===== config.mk =====
export PLATFORM = sky130hd
export DESIGN_NAME = sc_char_xcvr
export DESIGN_NICKNAME = d
export VERILOG_FILES = /design/src/rtl/sc_pkg.sv /design/src/rtl/sc_line_sync.sv /design/src/rtl/sc_tx_engine.sv /design/src/rtl/sc_rx_engine.sv /design/src/rtl/sc_char_xcvr.sv
export SDC_FILE = /design/constraint.sdc
export NUM_CORES = 1
export LEC_CHECK = 0
export ABC_AREA = 1
export BUFFER_PORTS_ARGS = -buffer_cell sky130_fd_sc_hd__buf_4
export CORE_ASPECT_RATIO = 0.9
export CORE_MARGIN = 2
export CORE_UTILIZATION = 40
export CTS_BUF_LIST = sky130_fd_sc_hd__clkbuf_8
export DETAILED_ROUTE_END_ITERATION = 8
export PLACE_DENSITY = 0.6
export REMOVE_ABC_BUFFERS = 1
export SYNTH_ARGS = -nofsm -noshare
export SYNTH_HDL_FRONTEND = slang
export SYNTH_HIERARCHICAL = 1
export SYNTH_SLANG_ARGS = --single-unit

===== constraint.sdc =====
create_clock -name clk -period 1.9 [get_ports clk]
set_input_delay 0.38 -clock clk [delete_from_list [all_inputs] [get_ports clk]]
set_output_delay 0.38 -clock clk [all_outputs]
set_load 0.02 [all_outputs]

===== src/rtl/sc_pkg.sv =====
package sc_pkg;

   localparam int SLOTS_PER_CHAR = 10;
   localparam int DATA_W         = 8;

   // Line levels for slots 0..9 (bit i = slot i, 1 = released/high)
   function automatic logic [SLOTS_PER_CHAR-1:0] make_levels(
      input logic [DATA_W-1:0] d,
      input logic              msb_first,
      input logic              invert,
      input logic              par_odd
   );
      logic [SLOTS_PER_CHAR-1:0] lv;
      lv    = '0;
      lv[0] = 1'b0;
      for (int i = 0; i < DATA_W; i++) begin
         lv[i+1] = (msb_first ? d[DATA_W-1-i] : d[i]) ^ invert;
      end
      lv[SLOTS_PER_CHAR-1] = (^d) ^ par_odd;
      return lv;
   endfunction

   function automatic logic parity_fail(
      input logic [DATA_W-1:0] d,
      input logic              par_lvl,
      input logic              par_odd
   );
      return ((^d) ^ par_lvl) != par_odd;
   endfunction

endpackage


===== src/rtl/sc_line_sync.sv =====
module sc_line_sync #(
   parameter int STAGES = 2
) (
   input  logic clk,
   input  logic rst_n,
   input  logic d_in,
   output logic q_out
);

   generate
      if (STAGES == 0) begin : g_pass
         assign q_out = d_in;
      end else if (STAGES == 1) begin : g_one
         logic r_q;
         always_ff @(posedge clk or negedge rst_n) begin
            if (!rst_n) r_q <= 1'b1;
            else        r_q <= d_in;
         end
         assign q_out = r_q;
      end else begin : g_chain
         logic [STAGES-1:0] r_q;
         always_ff @(posedge clk or negedge rst_n) begin
            if (!rst_n) r_q <= '1;
            else        r_q <= {r_q[STAGES-2:0], d_in};
         end
         assign q_out = r_q[STAGES-1];
      end
   endgenerate

endmodule


===== src/rtl/sc_tx_engine.sv =====
module sc_tx_engine
   import sc_pkg::*;
#(
   parameter int OS_RATE   = 4,
   parameter int GUARD_ETU = 2
) (
   input  logic              clk,
   input  logic              rst_n,
   input  logic              tick,
   input  logic              msb_first,
   input  logic              invert,
   input  logic              par_odd,
   input  logic              in_valid,
   input  logic [DATA_W-1:0] in_data,
   output logic              in_ready,
   output logic              tx_end,
   output logic              drive_low
);

   localparam int REL_SLOT = (SLOTS_PER_CHAR + GUARD_ETU > 12) ? SLOTS_PER_CHAR + GUARD_ETU : 12;
   localparam int SW       = $clog2(REL_SLOT + 1);
   localparam int PW       = (OS_RATE > 1) ? $clog2(OS_RATE) : 1;

   localparam logic [PW-1:0] PH_LAST = PW'(OS_RATE - 1);
   localparam logic [PW-1:0] PH_MID  = PW'(OS_RATE / 2);
   localparam logic [SW-1:0] SL_END  = SW'(11);
   localparam logic [SW-1:0] SL_REL  = SW'(REL_SLOT);
   localparam logic [SW-1:0] SL_DATA = SW'(SLOTS_PER_CHAR);

   logic          busy_q;
   logic [PW-1:0] ph_q;
   logic [SW-1:0] slot_q;
   logic [15:0]   frame_q;
   logic          end_q;

   logic accept;
   logic ph_wrap;
   logic [SW-1:0] slot_inc;

   assign accept   = in_valid && !busy_q;
   assign ph_wrap  = (ph_q == PH_LAST);
   assign slot_inc = slot_q + 1'b1;

   always_ff @(posedge clk or negedge rst_n) begin
      if (!rst_n) begin
         busy_q  <= 1'b0;
         ph_q    <= '0;
         slot_q  <= '0;
         frame_q <= '1;
         end_q   <= 1'b1;
      end else if (accept) begin
         busy_q  <= 1'b1;
         ph_q    <= '0;
         slot_q  <= '0;
         frame_q <= {6'h3F, make_levels(in_data, msb_first, invert, par_odd)};
         end_q   <= 1'b0;
      end else if (busy_q && tick) begin
         if (ph_wrap) begin
            ph_q   <= '0;
            slot_q <= slot_inc;
            if (slot_inc == SL_REL) busy_q <= 1'b0;
         end else begin
            ph_q <= ph_q + 1'b1;
         end
         if (!ph_wrap && (slot_q == SL_END) && ((ph_q + 1'b1) == PH_MID)) end_q <= 1'b1;
      end
   end

   assign in_ready  = !busy_q;
   assign tx_end    = end_q;
   assign drive_low = busy_q && (slot_q < SL_DATA) && !frame_q[slot_q[3:0]];

endmodule


===== src/rtl/sc_rx_engine.sv =====
module sc_rx_engine
   import sc_pkg::*;
#(
   parameter int OS_RATE = 4
) (
   input  logic              clk,
   input  logic              rst_n,
   input  logic              tick,
   input  logic              line_lvl,
   input  logic              msb_first,
   input  logic              invert,
   input  logic              par_odd,
   input  logic              err_clr,
   input  logic              out_ready,
   output logic              out_valid,
   output logic [DATA_W-1:0] out_data,
   output logic              perr,
   output logic              ovr
);

   localparam int PW = (OS_RATE > 1) ? $clog2(OS_RATE) : 1;
   localparam logic [PW-1:0] PH_LAST = PW'(OS_RATE - 1);
   localparam logic [PW-1:0] PH_MID  = PW'(OS_RATE / 2);

   typedef enum logic {RX_IDLE, RX_FRAME} rx_state_e;

   rx_state_e         st_q;
   logic [PW-1:0]     ph_q;
   logic [3:0]        idx_q;
   logic              last_q;
   logic [DATA_W-1:0] sh_q;
   logic [DATA_W-1:0] data_q;
   logic              full_q;
   logic              perr_q;
   logic              ovr_q;

   logic start_det, at_mid, abort_c, take_c, finish_c, consume, bad_c, bit_c;
   logic [DATA_W-1:0] sh_nx;

   assign start_det = (st_q == RX_IDLE) && tick && last_q && !line_lvl;
   assign at_mid    = (st_q == RX_FRAME) && tick && ((ph_q + 1'b1) == PH_MID);
   assign abort_c   = at_mid && (idx_q == 4'd0) && line_lvl;
   assign take_c    = at_mid && (idx_q >= 4'd1) && (idx_q <= 4'd8);
   assign finish_c  = at_mid && (idx_q == 4'd9);
   assign bit_c     = line_lvl ^ invert;
   assign sh_nx     = msb_first ? {sh_q[DATA_W-2:0], bit_c} : {bit_c, sh_q[DATA_W-1:1]};
   assign bad_c     = parity_fail(sh_q, line_lvl, par_odd);
   assign consume   = full_q && out_ready;

   always_ff @(posedge clk or negedge rst_n) begin
      if (!rst_n) begin
         st_q   <= RX_IDLE;
         ph_q   <= '0;
         idx_q  <= '0;
         last_q <= 1'b1;
         sh_q   <= '0;
         data_q <= '0;
         full_q <= 1'b0;
         perr_q <= 1'b0;
         ovr_q  <= 1'b0;
      end else begin
         if (tick) last_q <= line_lvl;

         if (start_det) begin
            st_q  <= RX_FRAME;
            ph_q  <= '0;
            idx_q <= '0;
         end else if ((st_q == RX_FRAME) && tick) begin
            if (ph_q == PH_LAST) begin
               ph_q  <= '0;
               idx_q <= idx_q + 1'b1;
            end else begin
               ph_q <= ph_q + 1'b1;
            end
            if (abort_c || finish_c) st_q <= RX_IDLE;
         end

         if (take_c) sh_q <= sh_nx;

         if (finish_c) begin
            if (full_q && !consume) begin
               ovr_q <= 1'b1;
            end else begin
               data_q <= sh_q;
               full_q <= 1'b1;
            end
         end else if (consume) begin
            full_q <= 1'b0;
         end

         if (finish_c && bad_c) perr_q <= 1'b1;
         else if (err_clr)      perr_q <= 1'b0;

         if (finish_c && full_q && !consume) ovr_q <= 1'b1;
         else if (err_clr)                    ovr_q <= 1'b0;
      end
   end

   assign out_valid = full_q;
   assign out_data  = data_q;
   assign perr      = perr_q;
   assign ovr       = ovr_q;

endmodule


===== src/rtl/sc_char_xcvr.sv =====
module sc_char_xcvr
   import sc_pkg::*;
#(
   parameter int OS_RATE     = 4,
   parameter int GUARD_ETU   = 2,
   parameter int SYNC_STAGES = 2
) (
   input  logic       clk,
   input  logic       rst_n,
   input  logic       os_tick,
   input  logic       cfg_msb_first,
   input  logic       cfg_invert,
   input  logic       cfg_par_odd,
   input  logic       tx_valid,
   input  logic [7:0] tx_data,
   output logic       tx_ready,
   output logic [7:0] rx_data,
   output logic       rx_valid,
   input  logic       rx_ready,
   input  logic       err_clr,
   output logic       stat_parity_err,
   output logic       stat_overrun,
   output logic       stat_tx_end,
   output logic       stat_err_sig,
   input  logic       line_in,
   output logic       line_drive_low
);

   generate
      if (OS_RATE < 2 || (OS_RATE % 2) != 0) begin : g_bad_os
         $error("OS_RATE must be even and at least 2");
      end
      if (GUARD_ETU < 1) begin : g_bad_guard
         $error("GUARD_ETU must be at least 1");
      end
      if (SYNC_STAGES < 0 || SYNC_STAGES > 4) begin : g_bad_sync
         $error("SYNC_STAGES must be within 0..4");
      end
   endgenerate

   logic line_s;

   sc_line_sync #(.STAGES(SYNC_STAGES)) u_sync (
      .clk   (clk),
      .rst_n (rst_n),
      .d_in  (line_in),
      .q_out (line_s)
   );

   sc_tx_engine #(.OS_RATE(OS_RATE), .GUARD_ETU(GUARD_ETU)) u_tx (
      .clk       (clk),
      .rst_n     (rst_n),
      .tick      (os_tick),
      .msb_first (cfg_msb_first),
      .invert    (cfg_invert),
      .par_odd   (cfg_par_odd),
      .in_valid  (tx_valid),
      .in_data   (tx_data),
      .in_ready  (tx_ready),
      .tx_end    (stat_tx_end),
      .drive_low (line_drive_low)
   );

   sc_rx_engine #(.OS_RATE(OS_RATE)) u_rx (
      .clk       (clk),
      .rst_n     (rst_n),
      .tick      (os_tick),
      .line_lvl  (line_s),
      .msb_first (cfg_msb_first),
      .invert    (cfg_invert),
      .par_odd   (cfg_par_odd),
      .err_clr   (err_clr),
      .out_ready (rx_ready),
      .out_valid (rx_valid),
      .out_data  (rx_data),
      .perr      (stat_parity_err),
      .ovr       (stat_overrun)
   );

   // Block transfer mode: no error signal is ever exchanged
   assign stat_err_sig = 1'b0;

endmodule


==> flow_summary.html, run 1 <==
<table>
<tr><th>Metric</th><th>Value</th></tr>
<tr><th colspan="2">STA</th></tr>
<tr><td>Max Clock Freq</td><td>556.4 MHz</td></tr>
<tr><td>Setup violators final</td><td>0</td></tr>
<tr><td>Max_slew headroom</td><td>59.87%</td></tr>
<tr><td>Final cycle utilization of the critical path</td><td>94.60%</td></tr>
<tr><td>RSZ-0062 raised after global routing</td><td>no</td></tr>
<tr><td>Max Transition Viols Final</td><td>0</td></tr>
<tr><td>Final setup TNS</td><td>0 ps</td></tr>
<tr><td>Final Critical Period</td><td>1797 ps</td></tr>
<tr><td>Hold violation count in the final report</td><td>0</td></tr>
<tr><td>Transition time at the pin with the least slew margin</td><td>601.9 ps</td></tr>
<tr><td>Final setup slack of the worst path</td><td>102.6 ps</td></tr>
<tr><td>Clock tree skew after final layout</td><td>5.682 ps</td></tr>
<tr><th colspan="2">Global route</th></tr>
<tr><td>Aggregate global-route resource usage</td><td>15.18%</td></tr>
<tr><td>Number of global-route vias before repair</td><td>1987</td></tr>
<tr><td>Pin count of the biggest net entering global routing</td><td>48</td></tr>
<tr><td>Global-route wire length before repair</td><td>9066 um</td></tr>
<tr><td>Number of antenna violations at the first check in global routing</td><td>0</td></tr>
<tr><td>Residual overflow from global routing</td><td>0</td></tr>
<tr><th colspan="2">Logic synthesis</th></tr>
<tr><td>Mapped Avg Cell Area</td><td>between 8 and 9 um^2</td></tr>
<tr><td>Sequential fraction of the synthesis area</td><td>43.56%</td></tr>
<tr><td>Count of mapped cells out of synthesis</td><td>341</td></tr>
<tr><td>Yosys Warn Count</td><td>6</td></tr>
<tr><td>Seq cells post-synth</td><td>47</td></tr>
<tr><td>Post-synth design cell area</td><td>~2700 um^2</td></tr>
<tr><td>Yosys cell types</td><td>32</td></tr>
<tr><th colspan="2">CTS</th></tr>
<tr><td>Clock latency of the later-clocked register in the worst-skew pair</td><td>300 ps</td></tr>
<tr><td>TritonCTS Buffers</td><td>5</td></tr>
<tr><td># hold bufs at CTS</td><td>0</td></tr>
<tr><td>Clock slew at reported path FFs</td><td>90 ps</td></tr>
<tr><td>Clock buffer depth</td><td>2</td></tr>
<tr><td>CTS tree</td><td>built</td></tr>
<tr><td># H-tree levels</td><td>2</td></tr>
<tr><td>Total number of clock tree sinks</td><td>47</td></tr>
<tr><td>Root Driver</td><td>sky130_fd_sc_hd__clkbuf_8</td></tr>
<tr><th colspan="2">Critical path</th></tr>
<tr><td>R2R depth</td><td>9</td></tr>
<tr><td>Worst flop-to-flop path endpoint</td><td>u_rx/out_data[2]$_DFFE_PN0P_</td></tr>
<tr><td>Worst R2R Start</td><td>u_rx/ph_q[1]$_DFFE_PN0P_</td></tr>
<tr><td>Worst Setup Path Type</td><td>flip-flop to output pin</td></tr>
<tr><td>R2r setup slk</td><td>330 ps</td></tr>
<tr><td>Highest net fanout along the worst path</td><td>7</td></tr>
<tr><td>Crit. End Element</td><td>output pin</td></tr>
<tr><td>Critical path startpoint category</td><td>flip-flop</td></tr>
<tr><td>Worst Path Required</td><td>roughly 1500 ps</td></tr>
<tr><td>Data arrival at the endpoint of the critical path</td><td>1420 ps</td></tr>
<tr><th colspan="2">Die</th></tr>
<tr><td>Die Wd</td><td>91.25 um</td></tr>
<tr><td>Initial Util</td><td>41.38%</td></tr>
<tr><td>Std cell rows</td><td>28</td></tr>
<tr><td>I/O pin count</td><td>33</td></tr>
<tr><td>Die height</td><td>between 80 and 90 um</td></tr>
<tr><td>Core footprint</td><td>around 6600 um^2</td></tr>
<tr><td>Overall die area</td><td>7530 um^2</td></tr>
<tr><th colspan="2">Power</th></tr>
<tr><td>P_sw</td><td>~1.7 mW</td></tr>
<tr><td>Clock share of power</td><td>18.1%</td></tr>
<tr><td>Proportion of power drawn by flip-flops and latches</td><td>41.7%</td></tr>
<tr><td>PwrDens</td><td>around 1300 nW/um^2</td></tr>
<tr><td>Total power of the final layout</td><td>about 4.2 mW</td></tr>
<tr><td>Max rail drop VDD</td><td>0.5831 mV</td></tr>
<tr><td>Share of total power in combinational logic</td><td>40.2%</td></tr>
<tr><td>Cell Int Power</td><td>2.527 mW</td></tr>
<tr><td>Leakage power summed over all cells</td><td>1.614 nW</td></tr>
<tr><td>Switching power as a share of total power</td><td>between 30% and 40%</td></tr>
<tr><th colspan="2">Final layout</th></tr>
<tr><td># diodes</td><td>0</td></tr>
<tr><td>Area overhead of the layout relative to synthesis</td><td>16.12%</td></tr>
<tr><td>Layout cell share with drive strength beyond 1</td><td>22.02%</td></tr>
<tr><td>Fillers</td><td>approximately 670</td></tr>
<tr><td>Area taken by multi-input logic gates</td><td>1296 um^2</td></tr>
<tr><td>Cell area after layout</td><td>roughly 3200 um^2</td></tr>
<tr><td>Sequential cell area</td><td>1196 um^2</td></tr>
<tr><td>Post-layout nets</td><td>404</td></tr>
<tr><th colspan="2">Routing</th></tr>
<tr><td>ANT nets after route</td><td>0</td></tr>
<tr><td>Via count</td><td>2207</td></tr>
<tr><td>Total Routed Length</td><td>5365 um</td></tr>
<tr><td>Via/cell ratio</td><td>4.726</td></tr>
<tr><td>Number of DRC markers in iteration 0</td><td>100</td></tr>
<tr><td>WL/cell</td><td>11.49 um</td></tr>
<tr><td>DRC viols</td><td>0</td></tr>
<tr><td>Drt first pass iters</td><td>4</td></tr>
<tr><th colspan="2">Placement</th></tr>
<tr><td>Area post-placement</td><td>between 3000 and 4000 um^2</td></tr>
<tr><td>Setup Slack @ Placement</td><td>289.6 ps</td></tr>
<tr><td>Number of I/O port buffers</td><td>31</td></tr>
<tr><td>HPWL after detailed placement</td><td>between 3000 and 4000 um</td></tr>
<tr><td>Last weighted congestion value of the routability-driven placer</td><td>0.8017</td></tr>
<tr><th colspan="2">Worst hold path</th></tr>
<tr><td>Path class of the lowest-slack min-delay path</td><td>primary input to asynchronous set/reset pin</td></tr>
<tr><th colspan="2">Job</th></tr>
<tr><td>Max capacitance violation total</td><td>0</td></tr>
<tr><th colspan="2">Run status</th></tr>
<tr><td>Outcome</td><td>completed</td></tr>
</table>
synthesized netlist by cell type:
library cell | count | area, um^2
sky130_fd_sc_hd__a21oi_1 | 9 | 45.04
sky130_fd_sc_hd__o21ai_2 | 10 | 87.58
sky130_fd_sc_hd__dfstp_2 | 14 | 367.9
sky130_fd_sc_hd__o21ai_1 | 17 | 85.08
sky130_fd_sc_hd__buf_6 | 2 | 22.52
sky130_fd_sc_hd__xor2_1 | 11 | 96.34
sky130_fd_sc_hd__nor3_4 | 1 | 16.27
sky130_fd_sc_hd__o22ai_1 | 1 | 6.260
sky130_fd_sc_hd__conb_1 | 1 | 3.750
sky130_fd_sc_hd__buf_4 | 5 | 37.54
sky130_fd_sc_hd__nor2_4 | 2 | 22.52
sky130_fd_sc_hd__o211ai_1 | 10 | 75.07
sky130_fd_sc_hd__ha_1 | 10 | 125.1
sky130_fd_sc_hd__nor3_1 | 1 | 5.000
sky130_fd_sc_hd__inv_2 | 3 | 11.26
sky130_fd_sc_hd__dfrtp_1 | 33 | 825.8
sky130_fd_sc_hd__inv_1 | 48 | 180.2
sky130_fd_sc_hd__nand2_1 | 94 | 352.8
sky130_fd_sc_hd__nand3_2 | 1 | 10.01
sky130_fd_sc_hd__xnor2_1 | 4 | 35.03
sky130_fd_sc_hd__nand2_4 | 1 | 11.26
sky130_fd_sc_hd__o31ai_1 | 1 | 7.510
sky130_fd_sc_hd__nor2_2 | 1 | 6.260
sky130_fd_sc_hd__clkbuf_1 | 1 | 3.750
sky130_fd_sc_hd__o21ai_0 | 18 | 90.09
sky130_fd_sc_hd__a22o_1 | 1 | 8.760
sky130_fd_sc_hd__nand3_1 | 19 | 95.09
sky130_fd_sc_hd__nor2_1 | 14 | 52.55
sky130_fd_sc_hd__nand2_2 | 3 | 18.77
sky130_fd_sc_hd__nand3b_1 | 1 | 7.510
sky130_fd_sc_hd__nand4_1 | 3 | 18.77
sky130_fd_sc_hd__o41ai_1 | 1 | 8.760
logic make-up after synthesis:
kind of cell | after synthesis | share of synthesized area [%]
and+or+nand+nor | 141 | 22.51
xor gates and xnor gates | 15 | 4.794
adders and majority gates | 10 | 4.566
buffers and inverters | 59 | 9.315
DFF | 47 | 43.56
AOI/OAI and AO/OA | 68 | 15.11
other | 1 | 0.1369
final cells by class:
class | instances | area share (%)
clock buffers | 6 | 2.595
clock inverters | 2 | 1.101
inverters | 51 | 6.017
multi-input cells | 235 | 40.74
flip-flops and latches | 47 | 37.59
well taps | 90 | 3.539
repair buffers | 36 | 8.415
stage by stage:
stage               instances  hold slack (ps)  util (%)
finish                    467            93.24     48.05
global placement          455            347.2     45.75
global route              467            122.4     48.05
floorplan                 333            84.41         -
CTS                       463            101.6     47.54
detailed placement        455            347.3     45.75
worst max-delay path by stage:
stage | to | depth (start not counted) | from
after floorplan | line_drive_low | 6 | u_tx/slot_q[0]$_DFFE_PN0P_
after global placement | line_drive_low | 7 | u_tx/slot_q[0]$_DFFE_PN0P_
after detailed placement | line_drive_low | 7 | u_tx/slot_q[0]$_DFFE_PN0P_
after CTS | line_drive_low | 7 | u_tx/slot_q[2]$_DFFE_PN0P_
after global routing | line_drive_low | 7 | u_tx/slot_q[2]$_DFFE_PN0P_
final | line_drive_low | 6 | u_tx/slot_q[0]$_DFFE_PN0P_
repair_timing:
action / CTS / global route
buffers inserted: 0 / 4
gates resized for setup: 1 / 2
endpoints found under the setup margin: 1 / 1
power by group through the flow:
stage / Clock, mW / Combinational (mW) / Sequential (mW)
4_1_cts: 0.792 / 1.63 / 1.76
6_report: 0.757 / 1.68 / 1.75
5_1_grt: 0.823 / 1.94 / 1.81
3_5_place_dp: 0 / 1.63 / 1.77
2_1_floorplan: 0 / 1.12 / 1.77
3_3_place_gp: 0 / 1.59 / 1.76
metal layers:
| layer | part of all wire, % | GRT usage (%) | wire length (um) | vias up |
|---|---|---|---|---|
| met5 | 0 | 0 | 0 | - |
| li1 | - | - | - | 1159 |
| met3 | 3.2 | 2.813 | 169 | 5 |
| met2 | 44 | 24.81 | 2359 | 33 |
| met1 | 52 | 20.81 | 2790 | 1010 |
| met4 | 0.86 | 4.545 | 46 | 0 |
critical path, stage by stage (launching register included):
cell and delay, ps:
sky130_fd_sc_hd__dfrtp_2 450, sky130_fd_sc_hd__clkbuf_2 150, sky130_fd_sc_hd__o21ai_1 140, sky130_fd_sc_hd__nand3_1 80, sky130_fd_sc_hd__nand3_1 90, sky130_fd_sc_hd__a21oi_1 60
sky130_fd_sc_hd__buf_4 160
sequential cells by signal, indices dropped and copies added (netlist names):
register / cells
u_tx/busy_q: 1
u_tx/tx_end: 1
u_rx/sh_q: 8
u_rx/perr: 1
u_rx/idx_q: 4
u_rx/out_valid: 1
u_tx/frame_q: 10
u_rx/last_q: 1
u_rx/st_q: 1
u_rx/ph_q: 2
u_tx/ph_q: 2
u_rx/out_data: 8
u_rx/ovr: 1
u_sync/g_chain.r_q: 2
u_tx/slot_q: 4
cells in the final DEF, fill, tap and decap left out, types with 2 or more instances in the layout:
| cell | count |
|---|---|
| sky130_fd_sc_hd__nand2_1 | 94 |
| sky130_fd_sc_hd__inv_1 | 48 |
| sky130_fd_sc_hd__buf_4 | 35 |
| sky130_fd_sc_hd__dfrtp_1 | 31 |
| sky130_fd_sc_hd__nand3_1 | 19 |
| sky130_fd_sc_hd__o21ai_0 | 18 |
| sky130_fd_sc_hd__o21ai_1 | 17 |
| sky130_fd_sc_hd__nor2_1 | 14 |
| sky130_fd_sc_hd__dfstp_2 | 14 |
| sky130_fd_sc_hd__xor2_1 | 11 |
| sky130_fd_sc_hd__o21ai_2 | 10 |
| sky130_fd_sc_hd__o211ai_1 | 10 |
| sky130_fd_sc_hd__ha_1 | 10 |
| sky130_fd_sc_hd__a21oi_1 | 9 |
| sky130_fd_sc_hd__clkbuf_8 | 6 |
| sky130_fd_sc_hd__xnor2_1 | 4 |
| sky130_fd_sc_hd__nand2_2 | 3 |
| sky130_fd_sc_hd__nand4_1 | 3 |
| sky130_fd_sc_hd__inv_2 | 3 |
| sky130_fd_sc_hd__nor2_4 | 2 |
| sky130_fd_sc_hd__dfrtp_2 | 2 |
Note: power is estimated with default switching activity, not from simulation.
==> run 2, diff against run 1 <==
--- a/config.mk
+++ b/config.mk
@@ -5,14 +5,14 @@
 export SDC_FILE = /design/constraint.sdc
 export NUM_CORES = 1
 export LEC_CHECK = 0
-export ABC_AREA = 1
+export ABC_AREA = 0
 export BUFFER_PORTS_ARGS = -buffer_cell sky130_fd_sc_hd__buf_4
 export CORE_ASPECT_RATIO = 0.9
 export CORE_MARGIN = 2
 export CORE_UTILIZATION = 40
 export CTS_BUF_LIST = sky130_fd_sc_hd__clkbuf_8
 export DETAILED_ROUTE_END_ITERATION = 8
-export PLACE_DENSITY = 0.6
+export PLACE_DENSITY = 0.61
 export REMOVE_ABC_BUFFERS = 1
 export SYNTH_ARGS = -nofsm -noshare
 export SYNTH_HDL_FRONTEND = slang
==> run 2 against run 1 <==
Net effect: the flow now finishes with violations (negative setup slack); area after synthesis decreased by 3.8%; count of clock-buffer cells in the layout decreased by 1; cell area decreased by 2.9%; cell count decreased by 22%; core utilization decreased by 0.41 points; non-clock buffer count increased by 3; synthesized cell count decreased by 30%; register-to-register slack got worse by 250 ps; sequential power decreased by 13%; highest routed layer unchanged.
==> flow_summary.html, run 2 <==
<table>
<tr><th>Metric</th><th>Value</th></tr>
<tr><th colspan="2">Routing</th></tr>
<tr><td>Via/cell ratio</td><td>approximately 4.8</td></tr>
<tr><td>ANT nets after route</td><td>0</td></tr>
<tr><td>Via count</td><td>1740</td></tr>
<tr><td>Drt first pass iters</td><td>4</td></tr>
<tr><td>Total Routed Length</td><td>4840 um</td></tr>
<tr><td>WL/cell</td><td>13.30 um</td></tr>
<tr><td>Number of DRC markers in iteration 0</td><td>100</td></tr>
<tr><td>DRC viols</td><td>0</td></tr>
<tr><th colspan="2">Final layout</th></tr>
<tr><td>Number of cells in the finished layout apart from fillers</td><td>364</td></tr>
<tr><td>Most frequent cells in the layout</td><td>37 x sky130_fd_sc_hd__buf_4, 32 x sky130_fd_sc_hd__dfrtp_1, 27 x sky130_fd_sc_hd__nand2_1, 17 x sky130_fd_sc_hd__o21ai_0</td></tr>
<tr><td>Post-layout nets</td><td>301</td></tr>
<tr><td>Largest register by flop count</td><td>u_tx/frame_q</td></tr>
<tr><td># diodes</td><td>0</td></tr>
<tr><td>Most common cell after layout, fill and taps aside</td><td>sky130_fd_sc_hd__buf_4</td></tr>
<tr><td>Layout cell share with drive strength beyond 1</td><td>28.47%</td></tr>
<tr><td>Cell area after layout</td><td>3088 um^2</td></tr>
<tr><td>Area overhead of the layout relative to synthesis</td><td>17.19%</td></tr>
<tr><td>End-of-flow core utilization</td><td>47.64%</td></tr>
<tr><td>Number of flip-flops in the largest register</td><td>10</td></tr>
<tr><th colspan="2">CTS</th></tr>
<tr><td>Clock latency of the later-clocked register in the worst-skew pair</td><td>300 ps</td></tr>
<tr><td>TritonCTS Buffers</td><td>5</td></tr>
<tr><td># hold bufs at CTS</td><td>0</td></tr>
<tr><td>CTS tree</td><td>built</td></tr>
<tr><td>Total number of clock tree sinks</td><td>47</td></tr>
<tr><td>Clock buffer depth</td><td>2</td></tr>
<tr><td>Clock slew at reported path FFs</td><td>80 ps</td></tr>
<tr><td>Root Driver</td><td>sky130_fd_sc_hd__clkbuf_8</td></tr>
<tr><td># H-tree levels</td><td>2</td></tr>
<tr><th colspan="2">Die</th></tr>
<tr><td>Overall die area</td><td>just over 7000 um^2</td></tr>
<tr><td>Core footprint</td><td>6481 um^2</td></tr>
<tr><td>Initial Util</td><td>about two fifths</td></tr>
<tr><td>Die Wd</td><td>89.56 um</td></tr>
<tr><td>Die height</td><td>81 um</td></tr>
<tr><td>I/O pin count</td><td>33</td></tr>
<tr><td>Std cell rows</td><td>28</td></tr>
<tr><th colspan="2">Power</th></tr>
<tr><td>Share of total power in combinational logic</td><td>a little over a third</td></tr>
<tr><td>Proportion of power drawn by flip-flops and latches</td><td>about 44%</td></tr>
<tr><td>Cell Int Power</td><td>2.292 mW</td></tr>
<tr><td>Switching power as a share of total power</td><td>between 30% and 40%</td></tr>
<tr><td>Max rail drop VDD</td><td>0.6640 mV</td></tr>
<tr><td>P_sw</td><td>approximately 1.2 mW</td></tr>
<tr><td>Clock share of power</td><td>about a fifth</td></tr>
<tr><td>Leakage power summed over all cells</td><td>1.430 nW</td></tr>
<tr><td>Total power of the final layout</td><td>3.449 mW</td></tr>
<tr><td>PwrDens</td><td>1117 nW/um^2</td></tr>
<tr><th colspan="2">Global route</th></tr>
<tr><td>Global-route wire length before repair</td><td>8500 um</td></tr>
<tr><td>Number of global-route vias before repair</td><td>1729</td></tr>
<tr><td>Aggregate global-route resource usage</td><td>between 15 and 20%</td></tr>
<tr><td>Residual overflow from global routing</td><td>0</td></tr>
<tr><td>Pin count of the biggest net entering global routing</td><td>48</td></tr>
<tr><td>Number of antenna violations at the first check in global routing</td><td>0</td></tr>
<tr><th colspan="2">Logic synthesis</th></tr>
<tr><td>Seq cells post-synth</td><td>47</td></tr>
<tr><td>Number of enable flip-flop cells after synthesis</td><td>0</td></tr>
<tr><td>Async set or reset register ratio after synthesis</td><td>100.0%</td></tr>
<tr><td>Cell taking the most area after synthesis</td><td>sky130_fd_sc_hd__dfrtp_1</td></tr>
<tr><td>Yosys cell types</td><td>52</td></tr>
<tr><td>Cell types with the highest counts after synthesis</td><td>33 x sky130_fd_sc_hd__dfrtp_1, 27 x sky130_fd_sc_hd__nand2_1, 17 x sky130_fd_sc_hd__o21ai_0</td></tr>
<tr><td>Count of mapped cells out of synthesis</td><td>240</td></tr>
<tr><td>Yosys Warn Count</td><td>6</td></tr>
<tr><td>Mapped Avg Cell Area</td><td>between 10 and 15 um^2</td></tr>
<tr><td>Sequential fraction of the synthesis area</td><td>45.30%</td></tr>
<tr><td>Top-area cell type share of the netlist area</td><td>a little under a third</td></tr>
<tr><td>Post-synth design cell area</td><td>roughly 2600 um^2</td></tr>
<tr><td>Cell types with the largest area share after synthesis</td><td>sky130_fd_sc_hd__dfrtp_1 31%, sky130_fd_sc_hd__dfstp_2 14%, sky130_fd_sc_hd__mux2i_1 5.3%</td></tr>
<tr><td>Most used standard cell by instance count after synthesis</td><td>sky130_fd_sc_hd__dfrtp_1</td></tr>
<tr><td>Predominant post-synthesis flop cell</td><td>sky130_fd_sc_hd__dfrtp_1</td></tr>
<tr><th colspan="2">Critical path</th></tr>
<tr><td>Master of the slowest instance on the critical path</td><td>sky130_fd_sc_hd__mux4_2</td></tr>
<tr><td>Worst R2R Start</td><td>u_rx/idx_q[1]$_DFFE_PN0P_</td></tr>
<tr><td>Critical-path cell list</td><td>mux4_2 &gt; nor3_2 &gt; o31a_1 &gt; buf_6</td></tr>
<tr><td>Highest net fanout along the worst path</td><td>4</td></tr>
<tr><td>Worst Path Required</td><td>1520 ps</td></tr>
<tr><td>Number of stages on the worst setup path</td><td>4</td></tr>
<tr><td>Crit. End Element</td><td>output pin</td></tr>
<tr><td>Data arrival at the endpoint of the critical path</td><td>~1700 ps</td></tr>
<tr><td>Max stage delay on crit path</td><td>around 520 ps</td></tr>
<tr><td>Buf+Inv Stages, Crit Path</td><td>1</td></tr>
<tr><td>Worst Setup Path Type</td><td>flip-flop to output pin</td></tr>
<tr><td>Worst flop-to-flop path endpoint</td><td>u_rx/out_data[0]$_DFFE_PN0P_</td></tr>
<tr><td>Family with the most delay on the worst path</td><td>multiplexers</td></tr>
<tr><td>R2r setup slk</td><td>80 ps</td></tr>
<tr><td>Critical path startpoint category</td><td>flip-flop</td></tr>
<tr><td>R2R depth</td><td>7</td></tr>
<tr><th colspan="2">Placement</th></tr>
<tr><td>Number of I/O port buffers</td><td>31</td></tr>
<tr><td>Last weighted congestion value of the routability-driven placer</td><td>0.7350</td></tr>
<tr><td>Area post-placement</td><td>2964 um^2</td></tr>
<tr><td>DP Cell Count</td><td>~360</td></tr>
<tr><td>Setup Slack @ Placement</td><td>~90 ps</td></tr>
<tr><td>HPWL after detailed placement</td><td>between 3000 and 4000 um</td></tr>
<tr><th colspan="2">Run status</th></tr>
<tr><td>Violated checks</td><td>negative setup slack</td></tr>
<tr><td>Outcome</td><td>complete, but fails checks</td></tr>
<tr><th colspan="2">Worst hold path</th></tr>
<tr><td>Path class of the lowest-slack min-delay path</td><td>primary input to asynchronous set/reset pin</td></tr>
<tr><th colspan="2">STA</th></tr>
<tr><td>Final setup slack of the worst path</td><td>-125.0 ps</td></tr>
<tr><td>RSZ-0062 raised after global routing</td><td>yes</td></tr>
<tr><td>Setup violators final</td><td>1</td></tr>
<tr><td>Hold violation count in the final report</td><td>0</td></tr>
<tr><td>Transition time at the pin with the least slew margin</td><td>a little over 600 ps</td></tr>
<tr><td>Hold slack</td><td>86.77 ps</td></tr>
<tr><td>Final Critical Period</td><td>2025 ps</td></tr>
<tr><td>Max_slew headroom</td><td>59.71%</td></tr>
<tr><td>Final cycle utilization of the critical path</td><td>106.6%</td></tr>
<tr><td>Clock tree skew after final layout</td><td>8.079 ps</td></tr>
<tr><td>Max Clock Freq</td><td>493.8 MHz</td></tr>
<tr><td>Final setup TNS</td><td>-125.0 ps</td></tr>
<tr><td>Max Transition Viols Final</td><td>0</td></tr>
<tr><th colspan="2">Job</th></tr>
<tr><td>Max capacitance violation total</td><td>0</td></tr>
</table>
==> run 2: cell types whose count changed after synthesis, sizes merged, moves of 3 or more <==
cell	before	now
nand2	98	27
inv	51	8
o21ai	45	18
nand3	20	4
mux2i	0	14
mux2	0	12
o211ai	10	0
xnor2	4	13
nor2	17	12
buf	7	10
nand2b	0	3
==> run 2: cell families (layout without fill, tap and decap cells) <==
family	after synthesis	in the layout	synth area share, %
AOI/OAI and AO/OA	43	43	9.877
xor gates and xnor gates	27	27	10.02
adders and majority gates	10	10	4.748
buffers and inverters	21	55	4.225
DFF	47	47	45.30
muxes	28	28	13.30
other	1	1	0.1423
and+or+nand+nor	63	63	12.39
==> run 2: power by group through the flow <==
stage | combinational [mW] | clock (mW) | sequential [mW]
detailed placement | 1.19 | 0 | 1.54
global placement | 1.18 | 0 | 1.53
CTS | 1.22 | 0.745 | 1.53
global route | 1.38 | 0.798 | 1.58
finish | 1.22 | 0.708 | 1.52
floorplan | 0.877 | 0 | 1.50
==> run 2: final cells by class <==
type | instances | area (um^2)
well taps | 90 | 112.6
clock buffers | 5 | 68.82
multi-input cells | 172 | 1335
repair buffers | 39 | 309.0
inverters | 8 | 30.03
flip-flops and latches | 47 | 1195
clock inverters | 3 | 37.54
fillers | 592 | 3393
==> run 2: what timing repair did <==
action / in CTS / in global routing
endpoints found under the setup margin: 1 / 9
resized for setup: 2 / 1
gates cloned: 0 / 0
setup buffers: 0 / 1
pin swaps: 1 / 0
==> run 2: worst max-delay path by stage <==
| stage | from | end | slack [ps] |
|---|---|---|---|
| 5_1_grt | u_tx/slot_q[0]$_DFFE_PN0P_ | line_drive_low | -260 |
| 3_3_place_gp | u_rx/idx_q[1]$_DFFE_PN0P_ | u_rx/out_data[4]$_DFFE_PN0P_ | 120 |
| 2_1_floorplan | u_rx/idx_q[0]$_DFFE_PN0P_ | u_rx/sh_q[0]$_DFFE_PN0P_ | 50 |
| 3_5_place_dp | u_rx/idx_q[1]$_DFFE_PN0P_ | u_rx/out_data[7]$_DFFE_PN0P_ | 90 |
| 6_report | u_tx/slot_q[0]$_DFFE_PN0P_ | line_drive_low | -130 |
| 4_1_cts | u_tx/slot_q[0]$_DFFE_PN0P_ | line_drive_low | -200 |
==> run 2: per-layer routing <==
metal	track usage (%)	vias to the layer above	share of wire, %
li1	-	890	-
met3	3.557	6	4.0
met5	0	-	0
met1	23.21	815	52
met2	21.18	29	43
met4	4.478	0	1.3
